`src/rtl/srAntPkg.sv`:
```
package srAntPkg;
  // strobes issued by the control to the measurement datapath
  typedef struct packed {
    logic capHigh;   // store the high phase that just ended
    logic capLow;    // store the low phase that just ended
  } measStrobeT;
endpackage

```
`src/rtl/srAntDatapath.sv`:
```
module srAntDatapath #(
  parameter int CNT_W     = 12,
  parameter int MIN_PULSE = 3,
  parameter int SHUT_PCT  = 13,
  parameter int RUN_PCT   = 16
) (
  input  logic                   clk,
  input  logic                   rstN,
  input  logic                   ckIn,
  input  srAntPkg::measStrobeT   stb,
  output logic                   riseStb,
  output logic                   fallStb,
  output logic [CNT_W-1:0]       elapsedNext,
  output logic [CNT_W-1:0]       highLen,
  output logic [CNT_W-1:0]       lowLen,
  output logic                   dutyTooLow,
  output logic                   dutyRecovered
);
  localparam int PROD_W = CNT_W + 8;
  localparam logic [CNT_W-1:0] CNT_MAX = '1;

  logic             ckFilt;
  logic             ckFiltQ;
  logic [CNT_W-1:0] phaseCnt;
  logic [CNT_W-1:0] lenSample;

  // glitch rejection: follow ckIn only after MIN_PULSE differing samples
  generate
    if (MIN_PULSE <= 1) begin : g_noFilter
      always_ff @(posedge clk or negedge rstN) begin
        if (!rstN) ckFilt <= 1'b0;
        else       ckFilt <= ckIn;
      end
    end else begin : g_filter
      localparam int FLT_W = $clog2(MIN_PULSE + 1);
      logic [FLT_W-1:0] fltCnt;
      always_ff @(posedge clk or negedge rstN) begin
        if (!rstN) begin
          fltCnt <= '0;
          ckFilt <= 1'b0;
        end else if (ckIn != ckFilt) begin
          if (fltCnt == FLT_W'(MIN_PULSE - 1)) begin
            ckFilt <= ckIn;
            fltCnt <= '0;
          end else begin
            fltCnt <= fltCnt + 1'b1;
          end
        end else begin
          fltCnt <= '0;
        end
      end
    end
  endgenerate

  always_ff @(posedge clk or negedge rstN) begin
    if (!rstN) ckFiltQ <= 1'b0;
    else       ckFiltQ <= ckFilt;
  end

  assign riseStb = ckFilt & ~ckFiltQ;
  assign fallStb = ~ckFilt & ckFiltQ;

  // ticks elapsed since the last filtered edge (0 in the edge cycle)
  always_comb begin
    if (riseStb || fallStb)     elapsedNext = '0;
    else if (phaseCnt == CNT_MAX) elapsedNext = phaseCnt;
    else                        elapsedNext = phaseCnt + 1'b1;
    lenSample = (phaseCnt == CNT_MAX) ? phaseCnt : phaseCnt + 1'b1;
  end

  always_ff @(posedge clk or negedge rstN) begin
    if (!rstN) begin
      phaseCnt <= '0;
      highLen  <= '0;
      lowLen   <= '0;
    end else begin
      phaseCnt <= elapsedNext;
      if (stb.capHigh) highLen <= lenSample;
      if (stb.capLow)  lowLen  <= lenSample;
    end
  end

  // duty comparisons by scaled products, no divider
  logic [PROD_W-1:0] hiScaled;
  logic [PROD_W-1:0] sumLen;
  always_comb begin
    hiScaled      = PROD_W'(highLen) * PROD_W'(100);
    sumLen        = PROD_W'(highLen) + PROD_W'(lowLen);
    dutyTooLow    = hiScaled < (sumLen * PROD_W'(SHUT_PCT));
    dutyRecovered = hiScaled > (sumLen * PROD_W'(RUN_PCT));
  end


  edge_single_chk: assert property (@(posedge clk) disable iff (!rstN)
    $onehot0({riseStb, fallStb}));


  filt_follows_input_chk: assert property (@(posedge clk) disable iff (!rstN)
    (ckFilt != $past(ckFilt)) |-> ($past(ckIn) == ckFilt));
endmodule

```
`src/rtl/srAntControl.sv`:
```
module srAntControl #(
  parameter int CNT_W     = 12,
  parameter int TON1      = 2,
  parameter int TON2      = 1,
  parameter int ANT1      = 1,
  parameter int ANT2_STEP = 1,
  parameter int MIN_ON2   = 4
) (
  input  logic                 clk,
  input  logic                 rstN,
  input  logic                 uvOk,
  input  logic                 inhibit,
  input  logic                 lowDutyMode,
  input  logic [1:0]           antSel,
  input  logic                 riseStb,
  input  logic                 fallStb,
  input  logic [CNT_W-1:0]     elapsedNext,
  input  logic [CNT_W-1:0]     highLen,
  input  logic [CNT_W-1:0]     lowLen,
  input  logic                 dutyTooLow,
  input  logic                 dutyRecovered,
  output srAntPkg::measStrobeT stb,
  output logic                 gate1,
  output logic                 gate2
);
  localparam int ON_W = $clog2(MIN_ON2 + 1);
  localparam logic [CNT_W-1:0] LEAD1 = CNT_W'(ANT1 + TON1);

  function automatic logic [CNT_W-1:0] ant2Ticks(input logic [1:0] sel);
    case (sel)
      2'd0:    return CNT_W'(ANT2_STEP);
      2'd1:    return CNT_W'(2 * ANT2_STEP);
      default: return CNT_W'(3 * ANT2_STEP);
    endcase
  endfunction

  logic [1:0]       edgeCnt;
  logic             evalPend;
  logic             shut;
  logic             arm1, arm1Next;
  logic             arm2, arm2Next;
  logic             kill2, kill2Next;
  logic [ON_W-1:0]  on2Cnt;
  logic [CNT_W-1:0] ant2Q, ant2Cur;
  logic [CNT_W-1:0] stop1, stop2;
  logic             gate1Next, gate2Next;
  logic             measured;

  assign measured = (edgeCnt >= 2'd2);

  always_comb begin
    stb.capLow  = riseStb & uvOk;
    stb.capHigh = fallStb & uvOk;

    ant2Cur = fallStb ? ant2Ticks(antSel) : ant2Q;
    stop1   = highLen - CNT_W'(ANT1);
    stop2   = lowLen - ant2Cur;

    arm1Next = arm1;
    if (!uvOk)        arm1Next = 1'b0;
    else if (riseStb) arm1Next = measured && !shut && (highLen > LEAD1);
    else if (fallStb) arm1Next = 1'b0;

    arm2Next = arm2;
    if (!uvOk)        arm2Next = 1'b0;
    else if (fallStb) arm2Next = measured && !shut && (lowLen > ant2Cur + CNT_W'(TON2));
    else if (riseStb) arm2Next = 1'b0;

    if (!uvOk || fallStb) kill2Next = 1'b0;
    else kill2Next = kill2 | (gate2 && (on2Cnt >= ON_W'(MIN_ON2)) && inhibit);

    gate1Next = uvOk && !shut && arm1Next &&
                (elapsedNext >= CNT_W'(TON1)) && (elapsedNext < stop1);
    gate2Next = uvOk && !shut && arm2Next && !kill2Next &&
                (elapsedNext >= CNT_W'(TON2)) && (elapsedNext < stop2);
  end

  always_ff @(posedge clk or negedge rstN) begin
    if (!rstN) begin
      edgeCnt  <= '0;
      evalPend <= 1'b0;
      shut     <= 1'b0;
      arm1     <= 1'b0;
      arm2     <= 1'b0;
      kill2    <= 1'b0;
      on2Cnt   <= '0;
      ant2Q    <= '0;
      gate1    <= 1'b0;
      gate2    <= 1'b0;
    end else begin
      if (!uvOk)                                  edgeCnt <= '0;
      else if ((riseStb || fallStb) && edgeCnt != 2'd3) edgeCnt <= edgeCnt + 1'b1;

      evalPend <= (riseStb || fallStb) && uvOk;

      if (!uvOk || lowDutyMode)               shut <= 1'b0;
      else if (evalPend && edgeCnt == 2'd3)   shut <= shut ? !dutyRecovered : dutyTooLow;

      if (fallStb) ant2Q <= ant2Cur;
      arm1  <= arm1Next;
      arm2  <= arm2Next;
      kill2 <= kill2Next;
      gate1 <= gate1Next;
      gate2 <= gate2Next;
      if (!gate2Next)                      on2Cnt <= '0;
      else if (on2Cnt != ON_W'(MIN_ON2))   on2Cnt <= on2Cnt + 1'b1;
    end
  end


  gates_exclusive_chk: assert property (@(posedge clk) disable iff (!rstN)
    !(gate1 && gate2));


  uv_gates_low_chk: assert property (@(posedge clk) disable iff (!rstN)
    !uvOk |=> (!gate1 && !gate2));


  gate_after_measure_chk: assert property (@(posedge clk) disable iff (!rstN)
    (gate1 || gate2) |-> (edgeCnt == 2'd3));


  shut_standard_only_chk: assert property (@(posedge clk) disable iff (!rstN)
    $rose(shut) |-> !$past(lowDutyMode));
endmodule

```
`src/rtl/srAntTimer.sv`:
```
module srAntTimer #(
  parameter int CNT_W     = 12,
  parameter int MIN_PULSE = 3,
  parameter int TON1      = 2,
  parameter int TON2      = 1,
  parameter int ANT1      = 1,
  parameter int ANT2_STEP = 1,
  parameter int MIN_ON2   = 4,
  parameter int SHUT_PCT  = 13,
  parameter int RUN_PCT   = 16
) (
  input  logic       clk,
  input  logic       rstN,
  input  logic       ckIn,
  input  logic [1:0] antSel,
  input  logic       inhibit,
  input  logic       lowDutyMode,
  input  logic       uvOk,
  output logic       gateFwd,
  output logic       gateFree
);
  srAntPkg::measStrobeT measStb;
  logic             riseStb, fallStb;
  logic [CNT_W-1:0] elapsedNext, highLen, lowLen;
  logic             dutyTooLow, dutyRecovered;

  srAntDatapath #(
    .CNT_W(CNT_W), .MIN_PULSE(MIN_PULSE), .SHUT_PCT(SHUT_PCT), .RUN_PCT(RUN_PCT)
  ) dp_i (
    .clk(clk), .rstN(rstN), .ckIn(ckIn), .stb(measStb),
    .riseStb(riseStb), .fallStb(fallStb), .elapsedNext(elapsedNext),
    .highLen(highLen), .lowLen(lowLen),
    .dutyTooLow(dutyTooLow), .dutyRecovered(dutyRecovered)
  );

  srAntControl #(
    .CNT_W(CNT_W), .TON1(TON1), .TON2(TON2), .ANT1(ANT1),
    .ANT2_STEP(ANT2_STEP), .MIN_ON2(MIN_ON2)
  ) ctl_i (
    .clk(clk), .rstN(rstN), .uvOk(uvOk), .inhibit(inhibit),
    .lowDutyMode(lowDutyMode), .antSel(antSel),
    .riseStb(riseStb), .fallStb(fallStb), .elapsedNext(elapsedNext),
    .highLen(highLen), .lowLen(lowLen),
    .dutyTooLow(dutyTooLow), .dutyRecovered(dutyRecovered),
    .stb(measStb), .gate1(gateFwd), .gate2(gateFree)
  );
endmodule

```
`config.mk`:
```
export PLATFORM = sky130hd
export DESIGN_NAME = srAntTimer
export DESIGN_NICKNAME = d
export VERILOG_FILES = /design/src/rtl/srAntPkg.sv /design/src/rtl/srAntDatapath.sv /design/src/rtl/srAntControl.sv /design/src/rtl/srAntTimer.sv
export SDC_FILE = /design/constraint.sdc
export NUM_CORES = 1
export LEC_CHECK = 0
export ABC_CLOCK_PERIOD_IN_PS = 7100
export CORE_MARGIN = 3
export CORE_UTILIZATION = 55
export CTS_BUF_LIST = sky130_fd_sc_hd__clkbuf_4
export DETAILED_ROUTE_END_ITERATION = 8
export DONT_BUFFER_PORTS = 1
export PLACE_DENSITY = 0.7
export SLEW_MARGIN = 20
export SYNTH_ARGS = -nofsm -noshare
export SYNTH_HDL_FRONTEND = slang
export SYNTH_SLANG_ARGS = --single-unit
```
`constraint.sdc`:
```
create_clock -name clk -period 7.1 [get_ports clk]
set_input_delay 1.42 -clock clk [delete_from_list [all_inputs] [get_ports clk]]
set_output_delay 1.42 -clock clk [all_outputs]
set_load 0.005 [all_outputs]
```
==> qor.csv <==
stage;metric;value;unit
timing;fmax;0.162;GHz
grt;first_global_vias;5741;
worst_setup_path;critPathBufInv;2;
yosys;avgSynthCellArea;8.76;um^2
yosys;synth-async-reset-ratio;100;%
timing;skew;0.0164;ns
yosys;synthSimpleGateAreaFrac;16.5;%
floorplanning;die_y;125;um
drt;routed.top_layer;met4;
drt;wl_met1;8550;um
worst_setup_path;r2r_slack;0.93;ns
worst_setup_path;regToRegStartpoint;dp_i.highLen[0];
yosys;synth_edf_count;0;
worst_setup_path;cp.depth;25;
drt;dr_total_vias;6025;
drt;drc;0;
yosys;synth-compound-area-share;14.1;%
drt;wl;16300;um
timing;setup_violations;0;
yosys;synthXorXnorAreaFrac;7.77;%
yosys;yosysTopAreaCell;ha_1;
clock_network;clk_pin_slew;0.12;ns
yosys;netlist_top_cells_count;ha_1, inv_1, dfrtp_1;
cells_and_area;drive_gt1_share;3.79;%
grt;antenna_found_initial;0;
run;max_cap_violations;0;
worst_setup_path;cp-startpoint;dp_i.highLen[0];
clock_network;h-tree-depth;3;
timing;period_needed;6.17;ns
drt;first_iter_violations;259;
yosys;synthesis.area;7770;um^2
worst_hold_path;hp-start;dp_i.g_filter.fltCnt[0];
yosys;ys_types;66;
floorplanning;core;13500;um^2
clock_network;worstSkewPairLatency;0.42;ns
yosys;yosysTopAreaCellShare;28.2;%
clock_network;cts-resized-gates;0;
worst_setup_path;path_delay_family;compound AO/OA/AOI/OAI gates;
timing;rsz0062_at_grt;false;
yosys;synthesis.nets;1090;
place;gp_congestion;0.866;
worst_setup_path;cp_common_cell;ha_1;
yosys;yosys-top-cells-area;ha_1, dfrtp_1, inv_1, xnor2_1, fa_1;
cells_and_area;n_antenna_cell;0;
drt;first_pass_iters;5;
place;io_buffers;0;
worst_setup_path;rr_endpoint;ctl_i.shut;
clock_network;ctsHoldBuffers;0;
timing;timing.final.hold_violations;0;
timing;period_share;86.9;%
yosys;ys_ff_latch;64;
worst_setup_path;crit_required;7.47;ns
clock_network;clockBufferDepth;2;
clock_network;cts_setup_buffers;0;
pwr;leakage;4.35;nW
worst_setup_path;arrival;6.54;ns
worst_setup_path;worstSetupPathType;register to register;
yosys;synth.most_common_cell;ha_1;
worst_setup_path;crit_path_end_kind;register;
place;hpwl;13600;um
worst_setup_path;worst_r2r_path_depth;25;
pwr;p_per_area;315;nW/um^2
worst_setup_path;crit_path_max_incr_delay;0.49;ns
pwr;peakVddDrop;0.208;mV
clock_network;cts-root-buf;clkbuf_4;
cells_and_area;syn_to_final_growth;4.33;%
drt;wl_met3;465;um
drt;via_per_inst;5.62;
timing;setup_tns;0;ns
drt;wl_per_cell;15.2;um
yosys;ys_seq_area_share;20.6;%
worst_setup_path;crit_slowest_cell;dfrtp_1;
yosys;yosysWarnings;0;
status;status;finished, final reports clean;
timing;fin_hold_ws;0.448;ns
yosys;synthAdderAreaFrac;33.3;%
yosys;syn-instance-count;888;
clock_network;cts_tree;built;
floorplanning;die_area;15600;um^2
grt;grt_max_degree;65;
worst_hold_path;hp-class;register to register;
drt;drtAntennaViolNets;0;
floorplanning;rows;42;
grt;grt_pass1_wl;27900;um
floorplanning;num_io_pins;10;
grt;grt_usage;21.5;%
timing;slew_violations;0;
timing;tightest_slew;0.689;ns
grt;overflow;0;
yosys;synth_mux_area_share;1.11;%
timing;maxSlewHeadroom;53.9;%
clock_network;cts_buffers;9;
floorplanning;initial_core_util;57.6;%
floorplanning;fp.dieW;125;um
worst_setup_path;start_kind;register;
cells_and_area;nets;1094;
yosys;synth_top_family_by_area;adder cells;
worst_setup_path;cp_max_fo;8;
yosys;synth_ff_type;dfrtp_1;
clock_network;clock_sinks;64;
worst_setup_path;endpoint;ctl_i.shut;
drt;route.met2.wl;7040;um
area by class of cell:
class,count,area (um^2)
clock buffers,9,67.6
repair buffers,1,7.51
inverters,130,488
well taps,176,220
clock inverters,7,71.3
flip-flops and latches,64,1600
multi-input cells,686,5660
fillers,1224,5390
where the power goes:
part / switching [mW] / leakage (nW) / internal (mW) / total (mW)
Sequential: 0.0631 / 0.869 / 0.413 / 0.476
Clock: 0.145 / 0.0716 / 0.107 / 0.252
Combinational: 1.03 / 3.41 / 0.797 / 1.82
cells in the final DEF (no fill, tap or decap), types with 6 or more instances in the layout:
cell type,count
clkbuf_4,9
and3_1,9
fa_1,19
nor4_1,7
o21a_1,8
nand3_1,25
a21o_1,18
o21ai_0,49
o211ai_1,6
dfrtp_1,64
xor2_1,17
nand2_1,60
nor2_1,47
a21oi_1,44
nor3_1,16
nand2b_1,15
nand4_1,14
ha_1,175
inv_1,129
nor2b_1,25
xnor2_1,52
a31oi_1,6
state kept, by name, summed over array words and instances, names as in the netlist:
register	flops
ctl_i.arm1	1
ctl_i.kill2	1
ctl_i.shut	1
ctl_i.edgeCnt	2
ctl_i.arm2	1
dp_i.lowLen	12
ctl_i.gate2	1
dp_i.ckFilt	1
ctl_i.on2Cnt	3
dp_i.ckFiltQ	1
dp_i.g_filter.fltCnt	2
ctl_i.gate1	1
dp_i.phaseCnt	12
dp_i.highLen	12
ctl_i.evalPend	1
ctl_i.ant2Q	12
cells by family (layout without fill, tap and decap cells):
kind of cell	Yosys count	count (layout)
AO/OA/AOI/OAI	168	168
adder cells (fa/ha/maj)	196	196
flip-flops	64	64
buffers and inverters	138	147
multiplexers	8	8
XOR/XNOR	69	69
AND/OR/NAND/NOR	245	245
how the worst min path moves through the flow:
stage                         endpoint  cells after the start  slack [ns]
2_1_floorplan  dp_i.g_filter.fltCnt[0]                      1        0.41
3_3_place_gp   dp_i.g_filter.fltCnt[0]                      1        0.42
6_report       dp_i.g_filter.fltCnt[0]                      1        0.45
5_1_grt        dp_i.g_filter.fltCnt[0]                      1        0.47
4_1_cts        dp_i.g_filter.fltCnt[0]                      1        0.45
3_5_place_dp   dp_i.g_filter.fltCnt[0]                      1        0.44
through the flow:
stage | area (um^2) | util [%] | total power, mW | cells | worst slack [ns]
6_report | 8110 | 60.1 | 2.55 | 1073 | 0.928
5_1_grt | 8110 | 60.1 | 2.88 | 1073 | 0.389
4_1_cts | 8110 | 60.1 | 2.58 | 1073 | 0.950
3_5_place_dp | 7970 | 59.0 | 2.30 | 1057 | 0.961
3_3_place_gp | 7970 | 59.0 | 2.27 | 1057 | 1.19
2_1_floorplan | 7770 | - | 1.86 | 888 | 1.61
metal layers:
layer  global-route usage [%]  vias up
li1                         -     3097
met1                     31.9     2829
met2                     33.7       79
met3                     2.79       20
met4                     4.15        0
met5                        0        -
No activity file was read; power rests on OpenSTA's default activity.
